===== config.mk =====
export PLATFORM = sky130hd
export DESIGN_NAME = tx_line_encoder
export DESIGN_NICKNAME = d
export VERILOG_FILES = /design/src/rtl/tle_pkg.sv /design/src/rtl/tle_framer.sv /design/src/rtl/tle_scrambler.sv /design/src/rtl/tle_mlt3.sv /design/src/rtl/tx_line_encoder.sv
export SDC_FILE = /design/constraint.sdc
export NUM_CORES = 1
export LEC_CHECK = 0
export ABC_AREA = 1
export BUFFER_PORTS_ARGS = -buffer_cell sky130_fd_sc_hd__buf_2
export CAP_MARGIN = 20
export CORE_UTILIZATION = 30
export CTS_BUF_LIST = sky130_fd_sc_hd__clkbuf_4
export DETAILED_ROUTE_END_ITERATION = 6
export PLACE_DENSITY_LB_ADDON = 0.12
export SLEW_MARGIN = 20
export SYNTH_ARGS = -nofsm -noshare
export SYNTH_HDL_FRONTEND = slang
export SYNTH_HIERARCHICAL = 1
export SYNTH_SLANG_ARGS = --single-unit

===== constraint.sdc =====
create_clock -name clk -period 1.4 [get_ports clk]
set_clock_uncertainty 0.05 [all_clocks]
set_input_delay 0.14 -clock clk [delete_from_list [all_inputs] [get_ports clk]]
set_output_delay 0.14 -clock clk [all_outputs]
set_load 0.01 [all_outputs]

===== src/rtl/tle_pkg.sv =====
package tle_pkg;

   localparam int CG_W  = 5;
   localparam int NIB_W = 4;

   typedef logic [CG_W-1:0]  cg_t;
   typedef logic [NIB_W-1:0] nib_t;

   // Control code groups
   localparam cg_t CG_IDLE = 5'h1F;
   localparam cg_t CG_SSD1 = 5'h18;
   localparam cg_t CG_SSD2 = 5'h11;
   localparam cg_t CG_ESD1 = 5'h0D;
   localparam cg_t CG_ESD2 = 5'h07;

   // Framing state at code-group granularity
   typedef enum logic [1:0] {
      FR_IDLE = 2'd0,
      FR_SSD2 = 2'd1,
      FR_BODY = 2'd2,
      FR_ESD2 = 2'd3
   } fr_state_e;

   // Signed line levels
   localparam logic [1:0] LVL_ZERO = 2'b00;
   localparam logic [1:0] LVL_POS  = 2'b01;
   localparam logic [1:0] LVL_NEG  = 2'b11;

   function automatic cg_t nib_to_cg(input nib_t n);
      cg_t c;
      case (n)
         4'h0: c = 5'h1E;
         4'h1: c = 5'h09;
         4'h2: c = 5'h14;
         4'h3: c = 5'h15;
         4'h4: c = 5'h0A;
         4'h5: c = 5'h0B;
         4'h6: c = 5'h0E;
         4'h7: c = 5'h0F;
         4'h8: c = 5'h12;
         4'h9: c = 5'h13;
         4'hA: c = 5'h16;
         4'hB: c = 5'h17;
         4'hC: c = 5'h1A;
         4'hD: c = 5'h1B;
         4'hE: c = 5'h1C;
         default: c = 5'h1D;
      endcase
      return c;
   endfunction

endpackage


===== src/rtl/tle_framer.sv =====
module tle_framer
   import tle_pkg::*;
(
   input  logic       clk,
   input  logic       rst_n,
   input  logic       tx_en,
   input  nib_t       txd,
   output logic       nib_load,
   output logic       ser_bit
);

   localparam int CNT_W = $clog2(CG_W);
   localparam logic [CNT_W-1:0] SLOT_LAST = CNT_W'(CG_W - 1);

   logic [CNT_W-1:0] slot_q;
   cg_t              shift_q;
   cg_t              next_cg;
   fr_state_e        st_q, st_d;

   assign nib_load = (slot_q == SLOT_LAST);
   assign ser_bit  = shift_q[0];

   // Code group selection for the next slot
   always_comb begin
      next_cg = CG_IDLE;
      st_d    = st_q;
      case (st_q)
         FR_IDLE: begin
            if (tx_en) begin
               next_cg = CG_SSD1;
               st_d    = FR_SSD2;
            end
         end
         FR_SSD2: begin
            next_cg = CG_SSD2;
            st_d    = FR_BODY;
         end
         FR_BODY: begin
            if (tx_en) begin
               next_cg = nib_to_cg(txd);
            end else begin
               next_cg = CG_ESD1;
               st_d    = FR_ESD2;
            end
         end
         default: begin
            next_cg = CG_ESD2;
            st_d    = FR_IDLE;
         end
      endcase
   end

   always_ff @(posedge clk) begin
      if (!rst_n) begin
         slot_q  <= '0;
         shift_q <= CG_IDLE;
         st_q    <= FR_IDLE;
      end else if (nib_load) begin
         slot_q  <= '0;
         shift_q <= next_cg;
         st_q    <= st_d;
      end else begin
         slot_q  <= slot_q + 1'b1;
         shift_q <= {1'b1, shift_q[CG_W-1:1]};
      end
   end

endmodule


===== src/rtl/tle_scrambler.sv =====
module tle_scrambler #(
   parameter int              LFSR_W = 11,
   parameter int              TAP    = 9,
   parameter logic [LFSR_W-1:0] SEED = '1
) (
   input  logic clk,
   input  logic rst_n,
   input  logic din,
   output logic dout
);

   initial begin
      assert (TAP > 0 && TAP < LFSR_W)
         else $error("tle_scrambler: tap position out of range");
      assert (SEED != '0)
         else $error("tle_scrambler: seed must be nonzero");
   end

   logic [LFSR_W-1:0] lfsr_q;
   logic              key;

   assign key  = lfsr_q[LFSR_W-1] ^ lfsr_q[TAP-1];
   assign dout = din ^ key;

   always_ff @(posedge clk) begin
      if (!rst_n) begin
         lfsr_q <= SEED;
      end else begin
         lfsr_q <= {lfsr_q[LFSR_W-2:0], key};
      end
   end

endmodule


===== src/rtl/tle_mlt3.sv =====
module tle_mlt3
   import tle_pkg::*;
#(
   parameter int PH_W = 2
) (
   input  logic       clk,
   input  logic       rst_n,
   input  logic       sbit,
   output logic       nrzi_o,
   output logic [1:0] lvl_o
);

   initial begin
      assert (PH_W == 2)
         else $error("tle_mlt3: four-phase cycle needs a 2-bit phase");
   end

   logic [PH_W-1:0] ph_q;
   logic            nrzi_q;

   always_ff @(posedge clk) begin
      if (!rst_n) begin
         ph_q   <= '0;
         nrzi_q <= 1'b0;
      end else if (sbit) begin
         ph_q   <= ph_q + 1'b1;
         nrzi_q <= ~nrzi_q;
      end
   end

   assign nrzi_o = nrzi_q;

   always_comb begin
      case (ph_q)
         2'd1:    lvl_o = LVL_POS;
         2'd3:    lvl_o = LVL_NEG;
         default: lvl_o = LVL_ZERO;
      endcase
   end

endmodule


===== src/rtl/tx_line_encoder.sv =====
module tx_line_encoder
   import tle_pkg::*;
#(
   parameter int               LFSR_W    = 11,
   parameter int               LFSR_TAP  = 9,
   parameter logic [LFSR_W-1:0] LFSR_SEED = '1
) (
   input  logic       clk,
   input  logic       rst_n,
   input  logic       tx_en,
   input  logic [3:0] txd,
   output logic       nib_load,
   output logic       nrzi_out,
   output logic [1:0] line_lvl
);

   logic ser_bit;
   logic scr_bit;

   tle_framer i_framer (
      .clk      (clk),
      .rst_n    (rst_n),
      .tx_en    (tx_en),
      .txd      (txd),
      .nib_load (nib_load),
      .ser_bit  (ser_bit)
   );

   tle_scrambler #(
      .LFSR_W (LFSR_W),
      .TAP    (LFSR_TAP),
      .SEED   (LFSR_SEED)
   ) i_scrambler (
      .clk   (clk),
      .rst_n (rst_n),
      .din   (ser_bit),
      .dout  (scr_bit)
   );

   tle_mlt3 i_mlt3 (
      .clk    (clk),
      .rst_n  (rst_n),
      .sbit   (scr_bit),
      .nrzi_o (nrzi_out),
      .lvl_o  (line_lvl)
   );

endmodule


==> results.cfg <==
[synthesis]
synth_common_cells = 41 x nand2_1, 24 x dfxtp_1, 24 x inv_1
synthTopCellsByArea = dfxtp_1 46%, nand2_1 15%, ha_1 9.6%
syn_avg_cell_area_um2 = 7.30
synth_top_area_cell = dfxtp_1
synth_cells = 143
synth-seq-area-share_pct = 46.0
syn_area_mm2 = 0.00104
yosysWarnings = 6
synth_edf_count = 0
synthFlopType = dfxtp_1
netlist.area_leader.share_pct = 46.0
async_flop_share_pct = 0
synth-seq-cells = 24
yosysMostFrequentCell = nand2_1
ys_types = 17
syn_nets = 158

[floorplan]
dieArea_mm2 = 0.00372
die_h_um = 61.0
rows = 21
start_util_pct = 31.3
io-pin-count = 11
core_mm2 = 0.00334
die_w_um = 61.0

[sta]
max_slew_margin_pct = 85.8
finalMaxSlewViolations = 0
rsz0062_at_grt = true
period_share_pct = 101
worst_pin_slew_ns = 0.212
finalCriticalPeriod_ns = 1.42
fin_tns_setup_ns = -0.0151
fmax_mhz = 707
finalSetupViolCount = 1
holdWs_ns = 0.0259
setup_slack_ns = -0.0151
hold_violations = 0

[cts]
cts_tree = yes
clk_latency_ns = 0.31
cts-root-to-sink-buffers = 2
cts.sinks = 24
cts_htree_levels = 1
path_clk_slew_ns = 0.13
cts_buffers = 3
cts-root-buf = clkbuf_4

[setup_path]
cp-start-kind = flip-flop
end_kind = output port
crit_type = flip-flop to output port
cp.required_ns = 1.21
arrival_ns = 1.23
crit_fanout = 3

[power_and_ir_drop]
power.density_mw_per_mm2 = 1110
p_leak_nw = 0.692
vdd_drop_max_mv = 0.717

[layout]
design_area_mm2 = 0.00126
drive_gt1_share_pct = 20.3
area_growth_syn_to_layout_pct = 21.1
nets = 174
diodes = 0

[detailed_routing]
drt-wirelength-per-cell_um = 8.41
drt_iter0_drc = 22
wl_um = 1720
vias = 823
drt_pre_antenna_iters = 2
ant_nets = 0
viasPerCell = 4.03
post-route-drc-count = 0

[status]
status = finished with violations
violations = negative setup slack

[placement]
postPlaceCellArea_mm2 = 0.00115
port_buffers = 10
post-place-ws_ns = 0.129
dp.final_hpwl_um = 1270
finalWeightedCongestion = 0.717

[job]
max_cap_violations = 0

[global_route]
grt_max_degree = 15
track_usage_pct = 10.7
overflow = 0
grt_pass1_wl_um = 2860
antenna_found_initial = 0
grt_pass1_vias = 754

[hold_path]
hold_class = input pin to flip-flop
-- critical path, stage by stage, from the launching register on --
cell	delay [ns]
dfxtp_4	0.39
inv_2	0.04
ha_4	0.14
or2_4	0.22
buf_6	0.12
-- report_power, final --
part           switching (mW)  leakage [nW]  internal [mW]
logic                  0.0900         0.466         0.0775
registers              0.0229         0.198          0.717
clock network           0.210        0.0279          0.289
total                   0.323         0.692           1.08
-- cell families (layout without fill, tap and decap cells) --
| group | count (synthesis) | after routing | synth area share, % |
|---|---|---|---|
| simple gates | 77 | 77 | 30.5 |
| buf+inv | 28 | 43 | 10.7 |
| flops | 24 | 24 | 46.0 |
| fa+ha+maj | 8 | 8 | 9.59 |
| compound gates | 5 | 5 | 2.40 |
| xor+xnor | 1 | 1 | 0.839 |
-- final cells by class --
| type | count | area (um2) |
|---|---|---|
| fill | 379 | 2070 |
| sequential | 24 | 490 |
| multi-input combinational | 91 | 482 |
| inverter | 27 | 104 |
| timing repair buffer | 12 | 77.6 |
| tap | 46 | 57.6 |
| clock inverter | 1 | 30.0 |
| clock buffer | 3 | 22.5 |
-- cells in the final DEF, fill, tap and decap left out --
cell type,Yosys,routed
a21oi_1,4,4
buf_2,0,8
buf_4,1,2
buf_6,0,2
bufinv_16,0,1
clkbuf_4,0,3
dfxtp_1,24,20
dfxtp_2,0,2
dfxtp_4,0,2
ha_1,8,5
ha_2,0,1
ha_4,0,2
inv_1,24,23
inv_2,2,3
inv_4,1,1
nand2_1,41,41
nand2_2,2,2
nand3_1,9,9
nand3_2,1,1
nor2_1,21,21
nor2_2,1,1
nor3_1,1,1
o21ai_0,1,1
or2_4,0,1
xnor2_1,1,1
-- state kept, by name (all words and copies together) (netlist names) --
| register | count |
|---|---|
| i_framer/shift_q | 5 |
| i_mlt3/nrzi_o | 1 |
| i_scrambler/lfsr_q | 11 |
| i_framer/st_q | 2 |
| i_mlt3/ph_q | 2 |
| i_framer/slot_q | 3 |
-- what timing repair did --
| item | in CTS | in global routing |
|---|---|---|
| setup buffers | 1 | 0 |
| pin swaps | 1 | 1 |
| hold buffers | 0 | 0 |
| setup endpoints to repair | 2 | 2 |
| gates cloned | 0 | 0 |
| resized for setup | 9 | 6 |
-- layer usage --
| metal | vias to the layer above | GRT usage (%) | wire, um |
|---|---|---|---|
| li1 | 454 | - | - |
| met1 | 361 | 11.3 | 807 |
| met2 | 6 | 19.5 | 853 |
| met3 | 2 | 3.84 | 32 |
| met4 | 0 | 3.90 | 22 |
| met5 | - | 0 | 0 |
-- metrics by stage --
step	utilization, %	power, mW	instances
after detailed placement	34.5	0.893	199
after global routing	37.9	1.49	204
after floorplan	-	0.847	143
after global placement	34.5	0.890	199
final	37.9	1.41	204
after CTS	37.1	1.43	204
-- path summary, 6_finish.rpt --
path                               from                     to  slack, ns  cells past startpoint
setup reg to reg       i_framer/st_q[0]    i_framer/shift_q[3]       0.12                      6
hold / removal                    rst_n    i_framer/shift_q[3]       0.03                      2
hold reg to reg   i_scrambler/lfsr_q[5]  i_scrambler/lfsr_q[6]       0.37                      2
setup / recovery         i_mlt3/ph_q[1]            line_lvl[0]      -0.02                      4
(Power assumes the default switching activity.)
